[config.mk]
export PLATFORM = sky130hd
export DESIGN_NAME = core_state_ctrl
export DESIGN_NICKNAME = d
export VERILOG_FILES = /design/src/rtl/csc_pkg.sv /design/src/rtl/csc_state_ctrl.sv /design/src/rtl/csc_svc_flags.sv /design/src/rtl/csc_err_flags.sv /design/src/rtl/core_state_ctrl.sv
export SDC_FILE = /design/constraint.sdc
export NUM_CORES = 1
export LEC_CHECK = 0
export ABC_CLOCK_PERIOD_IN_PS = 1300
export BUFFER_PORTS_ARGS = -buffer_cell sky130_fd_sc_hd__buf_2
export CAP_MARGIN = 20
export CORE_MARGIN = 2
export CORE_UTILIZATION = 37
export CTS_CLUSTER_DIAMETER = 30
export DETAILED_ROUTE_END_ITERATION = 10
export GPL_ROUTABILITY_DRIVEN = 0
export PLACE_DENSITY = 0.74
export SYNTH_ARGS = -nofsm -noshare
export SYNTH_HDL_FRONTEND = slang
export SYNTH_SLANG_ARGS = --single-unit
[constraint.sdc]
create_clock -name clk -period 1.3 [get_ports clk]
set_input_delay 0.065 -clock clk [delete_from_list [all_inputs] [get_ports clk]]
set_output_delay 0.065 -clock clk [all_outputs]
set_load 0.1 [all_outputs]
[src/rtl/csc_pkg.sv]
package csc_pkg;
    localparam logic [1:0] CODE_RUN   = 2'b01;
    localparam logic [1:0] CODE_RESET = 2'b10;
    localparam logic [1:0] CODE_PAUSE = 2'b11;

    function automatic logic code_legal(input logic [1:0] c);
        return c != 2'b00;
    endfunction
endpackage

[src/rtl/csc_state_ctrl.sv]
module csc_state_ctrl
    import csc_pkg::*;
#(
    parameter int SETTLE_CYCLES = 2
) (
    input  logic       clk,
    input  logic       rst_n,
    input  logic       wr_req,
    input  logic [1:0] wr_code,
    input  logic       sw_reset,
    output logic [1:0] state_code,
    output logic       valid
);
    localparam int CW = $clog2(SETTLE_CYCLES + 1);
    localparam logic [CW-1:0] SETTLE_LD = CW'(SETTLE_CYCLES);

    typedef struct packed {
        logic [1:0]    state;
        logic [CW-1:0] cnt;
        logic          armed;
    } st_t;

    st_t cur_q, nxt_d;
    logic wr_take, arm_only;

    assign valid      = (cur_q.cnt == '0);
    assign state_code = cur_q.state;
    assign wr_take    = wr_req && valid && code_legal(wr_code);
    assign arm_only   = wr_take && (cur_q.state == CODE_PAUSE) &&
                        (wr_code == CODE_RESET) && !cur_q.armed;

    always_comb begin
        nxt_d = cur_q;
        if (sw_reset) begin
            nxt_d.state = CODE_RESET;
            nxt_d.cnt   = SETTLE_LD;
            nxt_d.armed = 1'b0;
        end else if (wr_take) begin
            if (arm_only) begin
                nxt_d.armed = 1'b1;
            end else begin
                nxt_d.state = wr_code;
                nxt_d.cnt   = SETTLE_LD;
                nxt_d.armed = 1'b0;
            end
        end else if (cur_q.cnt != '0) begin
            nxt_d.cnt = cur_q.cnt - 1'b1;
        end
    end

    always_ff @(posedge clk or negedge rst_n) begin
        if (!rst_n) begin
            cur_q.state <= CODE_RESET;
            cur_q.cnt   <= '0;
            cur_q.armed <= 1'b0;
        end else begin
            cur_q <= nxt_d;
        end
    end

    assert_settle_R3: assert property (@(posedge clk) disable iff (!rst_n)
        (wr_take && !arm_only) |=> !valid);

    assert_change_cause_R2: assert property (@(posedge clk) disable iff (!rst_n)
        (state_code != $past(state_code)) |-> $past(wr_take || sw_reset));

    assert_pause_arm_R4: assert property (@(posedge clk) disable iff (!rst_n)
        (arm_only && !sw_reset) |=> (state_code == CODE_PAUSE) && valid);

    assert_swreset_R5: assert property (@(posedge clk) disable iff (!rst_n)
        sw_reset |=> (state_code == CODE_RESET) && !valid);
endmodule

[src/rtl/csc_svc_flags.sv]
module csc_svc_flags (
    input  logic       clk,
    input  logic       rst_n,
    input  logic       hold_clr,
    input  logic       ofifo_ne,
    input  logic       ififo_avail,
    input  logic [1:0] clr,
    output logic       out_svc,
    output logic       in_svc
);
    typedef struct packed {
        logic ne_prev;
        logic osvc;
        logic isvc;
    } sv_t;

    sv_t fl_q, fl_d;
    logic drained;

    assign drained = fl_q.ne_prev && !ofifo_ne;

    always_comb begin
        fl_d         = fl_q;
        fl_d.ne_prev = ofifo_ne;
        if (hold_clr) begin
            fl_d.osvc = 1'b0;
            fl_d.isvc = 1'b0;
        end else begin
            fl_d.osvc = drained     || (fl_q.osvc && !clr[0]);
            fl_d.isvc = ififo_avail || (fl_q.isvc && !clr[1]);
        end
    end

    always_ff @(posedge clk or negedge rst_n) begin
        if (!rst_n) fl_q <= '0;
        else        fl_q <= fl_d;
    end

    assign out_svc = fl_q.osvc;
    assign in_svc  = fl_q.isvc;

    assert_osvc_set_R6: assert property (@(posedge clk) disable iff (!rst_n)
        (fl_q.ne_prev && !ofifo_ne && !hold_clr) |=> out_svc);

    assert_isvc_set_R7: assert property (@(posedge clk) disable iff (!rst_n)
        (ififo_avail && !hold_clr) |=> in_svc);

    assert_svc_hold_R9: assert property (@(posedge clk) disable iff (!rst_n)
        hold_clr |=> (!out_svc && !in_svc));
endmodule

[src/rtl/csc_err_flags.sv]
module csc_err_flags #(
    parameter int ERR_W  = 7,
    parameter int ERR_LO = 2,
    parameter int ERR_HI = 6
) (
    input  logic             clk,
    input  logic             rst_n,
    input  logic             hold_clr,
    input  logic [ERR_W-1:0] evt,
    input  logic [ERR_W-1:0] clr,
    input  logic             en_wr,
    input  logic [ERR_W-1:0] en_data,
    output logic [ERR_W-1:0] flags,
    output logic [ERR_W-1:0] en,
    output logic             irq
);
    logic [ERR_W-1:0] field_mask;

    for (genvar i = 0; i < ERR_W; i++) begin : g_mask
        assign field_mask[i] = (i >= ERR_LO) && (i <= ERR_HI);
    end

    typedef struct packed {
        logic [ERR_W-1:0] err;
        logic [ERR_W-1:0] en;
    } er_t;

    er_t er_q, er_d;
    logic [ERR_W-1:0] hits;

    assign hits = evt & er_q.en;

    always_comb begin
        er_d = er_q;
        if (hold_clr) er_d.err = '0;
        else          er_d.err = (hits | (er_q.err & ~clr)) & field_mask;
        if (en_wr)    er_d.en  = en_data & field_mask;
    end

    always_ff @(posedge clk or negedge rst_n) begin
        if (!rst_n) er_q <= '0;
        else        er_q <= er_d;
    end

    assign flags = er_q.err;
    assign en    = er_q.en;
    assign irq   = |(er_q.err & er_q.en);

    assert_err_capture_R8: assert property (@(posedge clk) disable iff (!rst_n)
        ((hits != '0) && !hold_clr) |=> ((flags & $past(hits)) == $past(hits)));

    assert_err_hold_R9: assert property (@(posedge clk) disable iff (!rst_n)
        hold_clr |=> (flags == '0));
endmodule

[src/rtl/core_state_ctrl.sv]
module core_state_ctrl
    import csc_pkg::*;
#(
    parameter int SETTLE_CYCLES = 2,
    parameter int ERR_W         = 7,
    parameter int ERR_LO        = 2,
    parameter int ERR_HI        = 6
) (
    input  logic             clk,
    input  logic             rst_n,
    input  logic             state_wr,
    input  logic [1:0]       state_wr_code,
    input  logic             sw_reset,
    input  logic [1:0]       svc_clr,
    input  logic [ERR_W-1:0] err_clr,
    input  logic             err_en_wr,
    input  logic [ERR_W-1:0] err_en_data,
    input  logic [ERR_W-1:0] err_evt,
    input  logic             ofifo_ne,
    input  logic             ofifo_full,
    input  logic             ififo_avail,
    output logic [1:0]       state_code,
    output logic             state_valid,
    output logic             engine_run,
    output logic             fifo_flush,
    output logic [3:0]       op_status,
    output logic [ERR_W-1:0] err_flags,
    output logic [ERR_W-1:0] err_en,
    output logic             err_irq
);
    logic hold_clr, out_svc, in_svc;

    csc_state_ctrl #(.SETTLE_CYCLES(SETTLE_CYCLES)) u_state (
        .clk        (clk),
        .rst_n      (rst_n),
        .wr_req     (state_wr),
        .wr_code    (state_wr_code),
        .sw_reset   (sw_reset),
        .state_code (state_code),
        .valid      (state_valid)
    );

    assign hold_clr   = (state_code == CODE_RESET) || sw_reset;
    assign fifo_flush = (state_code == CODE_RESET);
    assign engine_run = (state_code == CODE_RUN) && state_valid;

    csc_svc_flags u_svc (
        .clk         (clk),
        .rst_n       (rst_n),
        .hold_clr    (hold_clr),
        .ofifo_ne    (ofifo_ne),
        .ififo_avail (ififo_avail),
        .clr         (svc_clr),
        .out_svc     (out_svc),
        .in_svc      (in_svc)
    );

    csc_err_flags #(.ERR_W(ERR_W), .ERR_LO(ERR_LO), .ERR_HI(ERR_HI)) u_err (
        .clk      (clk),
        .rst_n    (rst_n),
        .hold_clr (hold_clr),
        .evt      (err_evt),
        .clr      (err_clr),
        .en_wr    (err_en_wr),
        .en_data  (err_en_data),
        .flags    (err_flags),
        .en       (err_en),
        .irq      (err_irq)
    );

    assign op_status = {in_svc, out_svc, ofifo_full, ofifo_ne};

    assert_run_settled_R9: assert property (@(posedge clk) disable iff (!rst_n)
        (state_wr && state_valid && state_wr_code == CODE_RUN && state_code != CODE_PAUSE
         && !sw_reset) |=> !engine_run);
endmodule

# After elaboration in Yosys (flattened, before gate mapping)
# Cells that the tools add are included.
op_classes:
  n_addsub: 1
  n_mul: 0
  n_div: 0
  magnitude_cmp: 0
  eq_ne: 6
  n_shift: 0
  mux: 9
  n_bitwise: 5
  reduce_logical: 24
op_table:
  columns: ["op", "n"]
  rows:
  - ["7-bit bitwise AND", 3]
  - ["1-bit logical AND", 9]
  - ["2-bit 2-to-1 mux", 4]
  - ["7-bit 2-to-1 mux", 1]
  - ["7-bit NOT", 1]
  - ["7-bit OR", 1]
  - ["7-bit OR reduction", 1]
  - ["2-bit == test (second input constant)", 3]
  - ["2-bit nonzero test", 3]
  - ["5-bit 2-to-1 mux", 1]
  - ["1-bit zero test", 4]
  - ["4-bit 2-to-1 mux", 1]
  - ["2-bit AND reduction", 2]
  - ["1-bit logical OR", 3]
  - ["3-bit != test (second input constant)", 1]
  - ["3-bit nonzero test", 1]
  - ["2-bit by 1-bit == test with 1-bit output (second input constant)", 1]
  - ["2-bit zero test", 1]
  - ["1-bit 2-to-1 mux", 2]
  - ["2-bit != test (second input constant)", 1]
  - ["2-bit by 1-bit subtractor with 2-bit output (second input constant)", 1]
totals:
  reg_bits: 20
  latchBits: 0
  ram_bits: 0
  mem_bits_ro: 0
  out_inout_bits: 24
  mem_count: 0

# Longest topological paths before layout
# Gate-level depths: netlist (run 1).
logic_depth:
  ltp_word: 9
  mapped_depth: 5

# Cells and area by module
# Synthesis (run 1) repeated with hierarchy kept, for this count alone.
hier_totals:
  hier_cells: 87
  area_unflattened_um2: 937.1
modules_own_cells:
  columns: ["mod", "n_inst", "cells_each", "area_per_inst_um2"]
  rows:
  - ["csc_err_flags", 1, 38, 436.7]
  - ["csc_state_ctrl", 1, 32, 335.3]
  - ["csc_svc_flags", 1, 9, 107.6]
  - ["core_state_ctrl", 1, 8, 57.6]

# Worst setup path after synthesis (run 1)
# Ideal clock, no wire load.
synth_timing:
  kind: "reg2out"
  start: "register u_state.cur_q[1] in the netlist's numbering"
  end: "output port engine_run"
  arrival_ns: 2.732
  setup_slack_ns: -1.497
  path_stages_with_launch: 5
  n_path_buf: 0
  path_cell_list: "dfrtp_1 inv_1 ha_1 nand2_1 nor2_1"
synth_between:
  elab_chain_cells: 2
synth_rtl:
  columns: ["element", "line_no", "text"]
  rows:
  - ["start, declared", "csc_state_ctrl.sv:23", "st_t cur_q, nxt_d;"]
  - ["start signal, assigned", "csc_state_ctrl.sv:57", "cur_q <= nxt_d;"]
  - ["2-bit zero test", "csc_state_ctrl.sv:26", "assign valid = (cur_q.cnt == '0);"]
  - ["net state_valid", "core_state_ctrl.sv:23", "output logic state_valid,"]
  - ["1-bit logical AND", "core_state_ctrl.sv:45", "assign engine_run = (state_code == CODE_RUN) && state_valid;"]
  - ["end, declared", "core_state_ctrl.sv:24", "output logic engine_run,"]
# The timed path passes the listed nets, and every way through them passes these cells.

# Worst setup path in the final report (run 1)
layout_timing:
  start: "register u_err.er_q (netlist bit u_err.en[5])"
  end: "output port err_irq"
layout_between:
  elab_chain_cells: 2
layout_rtl:
  columns: ["element", "line_no", "text"]
  rows:
  - ["start, declared", "csc_err_flags.sv:28", "er_t er_q, er_d;"]
  - ["start signal, assigned", "csc_err_flags.sv:42", "else er_q <= er_d;"]
  - ["7-bit bitwise AND", "csc_err_flags.sv:47", "assign irq = |(er_q.err & er_q.en);"]
  - ["7-bit OR reduction", "csc_err_flags.sv:47", null]
  - ["end, declared", "core_state_ctrl.sv:29", "output logic err_irq"]
# Every way passes these cells.

==> summary.txt, run 1 <==
Run status
  • Status: complete, but fails checks
  • Failing checks: setup timing

Final layout
  • Sequential cell area: 467 sq um
  • Area taken by multi-input logic gates: 422 sq um
  • Most common cell after layout, fill and taps aside: buf_2
  • Final core utilization: between 60% and 70%
  • Most frequent cells in the layout: 37 x buf_2, 10 x buf_4, 9 x dfrtp_2
  • Syn-to-layout area delta: 53.4%
  • Fin area: 1390 sq um
  • Fillers: between 150 and 200
  • Share of cells above drive strength 1: about two thirds
  • Ant. Diodes: 0
  • NumNets Final: 171

Detailed routing
  • DRC errors left: 0
  • Antenna Nets Post-Route: 0
  • Post-DR wirelength/cell: approximately 13 um
  • Vias per inst: 4.77
  • Final wirelength: roughly 2100 um
  • TritonRoute pass-1 iters: 4
  • Via count: slightly below 800
  • 1st-iter DRT viols: 7

Logic synthesis
  • Simple-gate share of the synthesized area: 12.1%
  • Complex-gate fraction of the synthesized area: ~17%
  • Synth Register Bits: 18
  • Top_reg_cell synth: dfrtp_1
  • Post-synth cell types: 29
  • Post-Syn Area: 907 sq um
  • Register area share after synthesis: roughly 50%
  • Yosys warnings: 0
  • Largest family of logic cells by synthesized area: compound AO/OA/AOI/OAI gates
  • Asr flop ratio synth: between 90% and 100%
  • Average size of a mapped cell: between 10 and 15 sq um
  • Post-synthesis mux area share: approximately 7.3%
  • Number of synthesized flops with an enable pin: 0
  • Post-Synth XOR/XNOR Area: 0%
  • Adder-cell share of the synthesized area: around 1.4%
  • Synthesized instance count: 84

Pwr
  • Power Total: ~2.0 mW
  • Int Pwr: 1.17 mW
  • VDD IR max: 1140 uV
  • Sw Ratio: a little over two fifths
  • Register share of total power: 32.6%
  • Combinational power share: 51.3%
  • Pleak: approximately 0.68 nW
  • Clock power share: between 10% and 20%
  • PD cells: approximately 1500 nW/um^2
  • NetSw: ~0.88 mW

CTS
  • Clk slew on worst S/H paths: approximately 100 ps
  • Clock Path Buffers: 2
  • Root Driver: clkbuf_4
  • H-tree depth: 1
  • Worst-Skew Late Latency: roughly 290 ps
  • Clk sinks: 18
  • CTS buffer count: 3
  • CTS tree: done

Floorplanning
  • Initial core utilization: 40.2%
  • Core box area: between 2000 and 2500 sq um
  • # rows: 17
  • Die H: 53.5 um
  • IO Count: 57
  • Die Width: between 50 and 60 um
  • Die Area: roughly 2900 sq um

Place
  • Post-Place Setup Slack: -73.6 ps
  • Port bufs: 44
  • Post-DP HPWL: about 1600 um
  • Post-DP Area: 1240 sq um

Setup path
  • Reg2reg end: u_state.cur_q[2]
  • Worst EP arrival: 1490 ps
  • FF-to-FF Start: u_state.cur_q[2]
  • Worst path depth: 4
  • CP bufs+invs: 2
  • Worst Setup EP: err_irq
  • Crit-path max cell delay: 490 ps
  • FF-to-FF path depth: 6
  • Crit Path Category: reg2out
  • Crit path max fanout: 2
  • Critical path cell sequence: a222oi_1 -> buf_4 -> nand2_4 -> buf_12
  • Setup crit end kind: primary output
  • Slowest CP cell: dfrtp_4
  • Startpoint Class: flop
  • WP data required: between 1000 and 1500 ps
  • Worst setup path startpoint: u_err.en[5]
  • Cell family with most CP delay: flip-flops
  • FF-to-FF setup slack: -10 ps

STA
  • Max Freq: between 600 and 700 MHz
  • Hold Slack: approximately 15 ps
  • Layout Skew: roughly 8.3 ps
  • Slew Viols, Final: 0
  • Final WS setup: -257 ps
  • Final hold viol count: 0
  • # setup viols final: 4
  • Final Cycle Share: 120%
  • RSZ-0062 raised after global routing: true
  • Final min period: approximately 1600 ps

GRT
  • Vias in the first global route: between 700 and 800
  • Layer with the highest usage: met2
  • First-pass GRT wire length: just over 3000 um
  • Met2 GRT Util: 29.0%
  • Initial antenna violation count: 0
  • GR Overflow Total: 0
  • GR Util met3: about 2.8%
  • GRT Total Usage: between 10% and 20%
  • Met1 Use GR: about 17%
  • Pin count of the biggest net entering global routing: 19

Job
  • Max-cap violations: 0

Hold path
  • HP Class: in2reg
==> sequential cells by signal, indices dropped and copies added, names as in the netlist <==
signal / flops
u_state.cur_q: 3
u_svc.fl_q: 1
u_err.en: 5
u_svc.in_svc: 1
u_err.flags: 5
u_state.state_code: 2
u_svc.out_svc: 1
==> final cells by class <==
class / instances / area share (%)
sequential: 18 / 33.5
multi-input combinational: 50 / 30.3
timing repair buffer: 56 / 28.9
clock buffer: 4 / 2.61
tap: 28 / 2.52
inverter: 8 / 2.16
==> synth_stat cells (all sizes together) (2+ instances only) <==
| master | instances | share of area (%) |
|---|---|---|
| buf | 10 | 8.3 |
| dfrtp | 17 | 47 |
| nor2b | 2 | 1.4 |
| a21oi | 2 | 1.1 |
| mux2 | 5 | 6.2 |
| nand2 | 3 | 1.2 |
| inv | 8 | 3.3 |
| a22oi | 6 | 5.0 |
| nor2 | 10 | 4.1 |
| nand2b | 3 | 2.3 |
==> power by group through the flow <==
stage          logic (mW)  clock network [mW]  registers [mW]
5_1_grt              1.10               0.372           0.676
2_1_floorplan       0.567                   0           0.824
4_1_cts             0.987               0.344           0.666
3_3_place_gp        0.882                   0           0.678
6_report             1.05               0.330           0.667
3_5_place_dp        0.903                   0           0.680
==> worst min-delay path by stage <==
stage	start	cells after the start	slack [ps]	endpoint
floorplan	rst_n	0	-230	u_err.en[2]
global placement	rst_n	1	4	u_state.cur_q[1]
detailed placement	rst_n	1	9	u_err.en[5]
CTS	err_en_data[6]	2	6	u_err.en[6]
global route	err_en_data[4]	2	4	u_err.en[4]
finish	err_en_data[6]	2	10	u_err.en[6]
==> metrics by stage <==
stage                     setup TNS [ps]  cells
after CTS                           -349    161
after detailed placement           -73.6    151
final                               -314    164
after floorplan                    -2800     87
after global placement             -46.1    151
after global routing                -676    164
==> worst register-to-register path: cells and delay by family (launching register included) <==
kind                       cells  cell delay, ps
adders and majority gates      1             160
AOI/OAI and AO/OA              3             480
DFF                            1             380
buffers and inverters          2             210
==> layer usage <==
| layer | part of all wire, % | wire (um) | vias up |
|---|---|---|---|
| li1 | - | - | 378 |
| met1 | 39 | 823 | 358 |
| met2 | 50 | 1060 | 44 |
| met3 | 9.7 | 204 | 2 |
| met4 | 0.48 | 10 | 0 |
| met5 | 0 | 0 | - |
==> what timing repair did <==
item / in CTS / in global routing
endpoints found under the hold margin: 20 / 0
gates resized for setup: 8 / 3
buffers inserted: 3 / 3
hold buffers: 3 / 0
endpoints found under the setup margin: 3 / 7
pin swaps: 2 / 1
==> cells by family (layout without fill, tap and decap cells) <==
| group | after synthesis | after routing |
|---|---|---|
| simple gates | 21 | 21 |
| fa+ha+maj | 1 | 1 |
| buf+inv | 19 | 68 |
| mux | 6 | 6 |
| compound gates | 18 | 18 |
| other cells | 1 | 4 |
| flops | 18 | 18 |
(Power assumes the default switching activity.)
==> run 2: changes to the inputs <==
Settings changed: CORE_UTILIZATION 37 to 38, PLACE_DENSITY 0.74 to 0.75, SYNTH_HIERARCHICAL set to 1.
==> run 2 against run 1 <==
Critical endpoint unchanged; clock power up 4%; highest routed layer unchanged; the run still ends with setup timing left; largest power group unchanged; core utilization up 4.1 points; count of clock-buffer cells in the layout unchanged; register-to-register slack worse by 90 ps; flip-flop and latch count unchanged; sequential power up 0.6%; largest cell class is now multi-input combinational cells; clock skew down 7.8 ps; synthesized area up 3.3%.
==> summary.txt, run 2 <==
Setup path
  • FF-to-FF Start: u_state/cur_q[1] (was u_state.cur_q[2])
  • WP data required: 1240 ps (about the same)
  • Startpoint Class: flop (unchanged)
  • Setup crit end kind: primary output (unchanged)
  • CP bufs+invs: 2 (unchanged)
  • Cell family with most CP delay: flip-flops (unchanged)
  • Crit path max fanout: 2 (unchanged)
  • Slowest CP cell: dfrtp_4 (unchanged)
  • Worst setup path startpoint: u_err/en[2] (was u_err.en[5])
  • Crit Path Category: reg2out (unchanged)
  • Worst EP arrival: 1530 ps (was 1490 ps)
  • Crit-path max cell delay: 480 ps (was 490 ps)
  • Critical path cell sequence: a222oi_1 -> buf_4 -> nand2_4 -> buf_12 (unchanged)

Logic synthesis
  • Asr flop ratio synth: 100% (unchanged)
  • Post-Syn Area: 937 sq um (was 907 sq um)
  • Register area share after synthesis: 48.2% (was 49.8%)
  • Post-synth cell types: 32 (was 29)
  • Synthesized instance count: 87 (was 84)
  • Most frequent cell after synthesis: dfrtp_1 (unchanged)
  • Average size of a mapped cell: 10.8 sq um (about the same)
  • Synth top area share: 45.4% (was 46.9%)
  • Synth area leader: dfrtp_1 (unchanged)
  • Top_reg_cell synth: dfrtp_1 (unchanged)
  • Most instantiated cells after synthesis: 17 x dfrtp_1, 10 x buf_4, 9 x nand2b_1, 7 x a21oi_1, 7 x nand2_1 (was 17 x dfrtp_1, 10 x buf_4, 10 x nor2_1, 8 x inv_1, 6 x a22oi_1)
  • Yosys warnings: 6 (was 0)
  • Synth Register Bits: 18 (unchanged)
  • Number of synthesized flops with an enable pin: 0 (unchanged)
  • Dominant cells by area after synthesis: dfrtp_1 45%, buf_4 8.0%, mux2_2 6.0% (was dfrtp_1 47%, buf_4 8.3%, mux2_2 6.2%)

Floorplanning
  • # rows: 17 (unchanged)
  • Die Width: 53.7 um (was 53.5 um)
  • Die Area: 2880 sq um (was 2860 sq um)
  • Initial core utilization: 41.2% (was 40.2%)
  • IO Count: 57 (unchanged)
  • Core box area: 2280 sq um (was 2250 sq um)
  • Die H: 53.7 um (was 53.5 um)

GRT
  • Initial antenna violation count: 0 (unchanged)
  • First-pass GRT wire length: 3590 um (was 3060 um)
  • Pin count of the biggest net entering global routing: 19 (unchanged)
  • GR Overflow Total: 0 (unchanged)
  • Vias in the first global route: 862 (was 720)
  • GRT Total Usage: 17.5% (was 15.5%)

Place
  • Port bufs: 44 (unchanged)
  • Cells after DPL: 158 (was 151)
  • Post-DP HPWL: 1770 um (was 1550 um)
  • Post-DP Area: 1310 sq um (was 1240 sq um)

Hold path
  • Worst Hold Launch: err_en_data[5] (was err_en_data[6])
  • HP Class: in2reg (unchanged)

Pwr
  • Pleak: 0.726 nW (was 0.679 nW)
  • NetSw: 0.929 mW (was 0.875 mW)
  • Clock power share: 16.0% (was 16.1%)
  • Register share of total power: 31.3% (was 32.6%)
  • Int Pwr: 1.22 mW (was 1.17 mW)
  • Sw Ratio: 43.3% (was 42.7%)
  • Combinational power share: 52.8% (was 51.3%)
  • VDD IR max: 1310 uV (was 1140 uV)
  • PD cells: 1430 nW/um^2 (was 1470 nW/um^2)

Run status
  • Status: complete, but fails checks (unchanged)
  • Failing checks: setup timing (unchanged)

Final layout
  • Ant. Diodes: 0 (unchanged)
  • Most frequent cells in the layout: 36 x buf_2, 10 x buf_4, 9 x nand2b_1, 9 x dfrtp_2, 7 x dfrtp_1 (was 37 x buf_2, 10 x buf_4, 9 x dfrtp_2)
  • Area taken by multi-input logic gates: 490 sq um (was 422 sq um)
  • Sequential cell area: 467 sq um (unchanged)
  • NumNets Final: 180 (was 171)
  • Final Non-Filler Cells: 173 (was 164)
  • Fillers: 170 (was 196)
  • Fin area: 1500 sq um (was 1390 sq um)
  • Share of cells above drive strength 1: 65.5% (was 64.7%)
  • Most common cell after layout, fill and taps aside: buf_2 (unchanged)
  • Final core utilization: 65.8% (was 61.7%)
  • Syn-to-layout area delta: 59.8% (was 53.4%)

STA
  • Final hold viol count: 0 (unchanged)
  • Hold Slack: 13.0 ps (was 14.8 ps)
  • Layout Skew: 0.465 ps (was 8.29 ps)
  • Setup_tns: -607 ps (was -314 ps)
  • Final WS setup: -298 ps (was -257 ps)
  • RSZ-0062 raised after global routing: true (unchanged)
  • Final min period: 1600 ps (was 1560 ps)
  • Slew Viols, Final: 0 (unchanged)
  • Final Cycle Share: 123% (was 120%)
  • # setup viols final: 5 (was 4)
  • Max Freq: 626 MHz (was 642 MHz)

Detailed routing
  • Via count: 877 (was 782)
  • Final wirelength: 2470 um (was 2100 um)
  • Post-DR wirelength/cell: 14.3 um (was 12.8 um)
  • DRC errors left: 0 (unchanged)
  • Vias per inst: 5.07 (was 4.77)
  • TritonRoute pass-1 iters: 4 (unchanged)
  • 1st-iter DRT viols: 15 (was 7)
  • Antenna Nets Post-Route: 0 (unchanged)

CTS
  • Root Driver: clkbuf_4 (unchanged)
  • Clk slew on worst S/H paths: 100 ps (about the same)
  • Clock Path Buffers: 2 (unchanged)
  • Clk sinks: 18 (unchanged)
  • Worst-Skew Late Latency: 280 ps (was 290 ps)
  • H-tree depth: 1 (unchanged)
  • CTS tree: done (unchanged)
  • CTS buffer count: 3 (unchanged)

Job
  • Max-cap violations: 0 (unchanged)
run 2: cell types whose count changed after synthesis, sizes merged, moves of 4 or more:
cell,change
inv,-5
nand2,+4
nand2b,+6
a22oi,-5
nor2,-6
a21oi,+5
run 2: what timing repair did:
action / in CTS / in global routing
hold buffers: 5 / 0
gates resized for setup: 10 / 8
setup endpoints to repair: 6 / 10
buffers inserted: 3 / 4
hold endpoints to repair: 22 / 0
pin swaps: 3 / 2
run 2: layer usage:
layer	track usage, %	vias to the layer above	part of all wire, %
met5	0	-	0
met4	7.69	0	0.40
met3	2.50	2	7.8
met2	35.2	44	55
met1	17.3	424	37
li1	-	407	-
run 2: worst paths after layout:
kind                                    endpoint  cells after the start  slack (ps)
max                                      err_irq                      4        -300
min                                  u_err/en[5]                      2          10
max in group asynchronous  u_state/state_code[1]                      2         750
min in group asynchronous           u_svc/in_svc                      2         240
min reg2reg                     u_state/cur_q[0]                      1         530
max reg2reg                     u_state/cur_q[2]                      6        -100
run 2: stage by stage:
stage                     setup slack [ps]  total power [mW]
final                                 -298              2.15
after global routing                  -330              2.25
after CTS                             -317              2.10
after detailed placement              -108              1.67
after global placement               -62.8              1.64
after floorplan                       -413              1.43
run 2: cells by family (layout without fill, tap and decap cells):
| group | count (synthesis) | in the layout | share of synthesized area, % |
|---|---|---|---|
| buffers and inverters | 13 | 68 | 9.21 |
| flip-flops | 18 | 18 | 48.2 |
| adder cells (fa/ha/maj) | 1 | 1 | 1.33 |
| multiplexers | 6 | 6 | 7.08 |
| AND/OR/NAND/NOR | 32 | 32 | 21.5 |
| AO/OA/AOI/OAI | 16 | 16 | 12.3 |
| other | 1 | 4 | 0.400 |
run 2: power groups by stage:
stage,combinational (mW),sequential (mW),clock (mW)
floorplan,0.605,0.825,0
global placement,0.964,0.678,0
detailed placement,0.989,0.680,0
CTS,1.07,0.671,0.356
global route,1.19,0.679,0.380
finish,1.13,0.671,0.342
run 2: final cells by class:
class                           count  share of cell area [%]
Inverter                            3                   0.752
Multi-Input combinational cell     59                    32.7
Clock buffer                        4                    2.42
Sequential cell                    18                    31.2
Tap cell                           28                    2.34
Timing Repair Buffer               61                    30.6
run 2: worst reg2reg max path, stage by stage, from the launching register on:
cell and delay (ps):
dfrtp_1 410, inv_2 70, ha_4 180, buf_4 120, or2b_1 230, o32ai_2 230, nor3_2 60
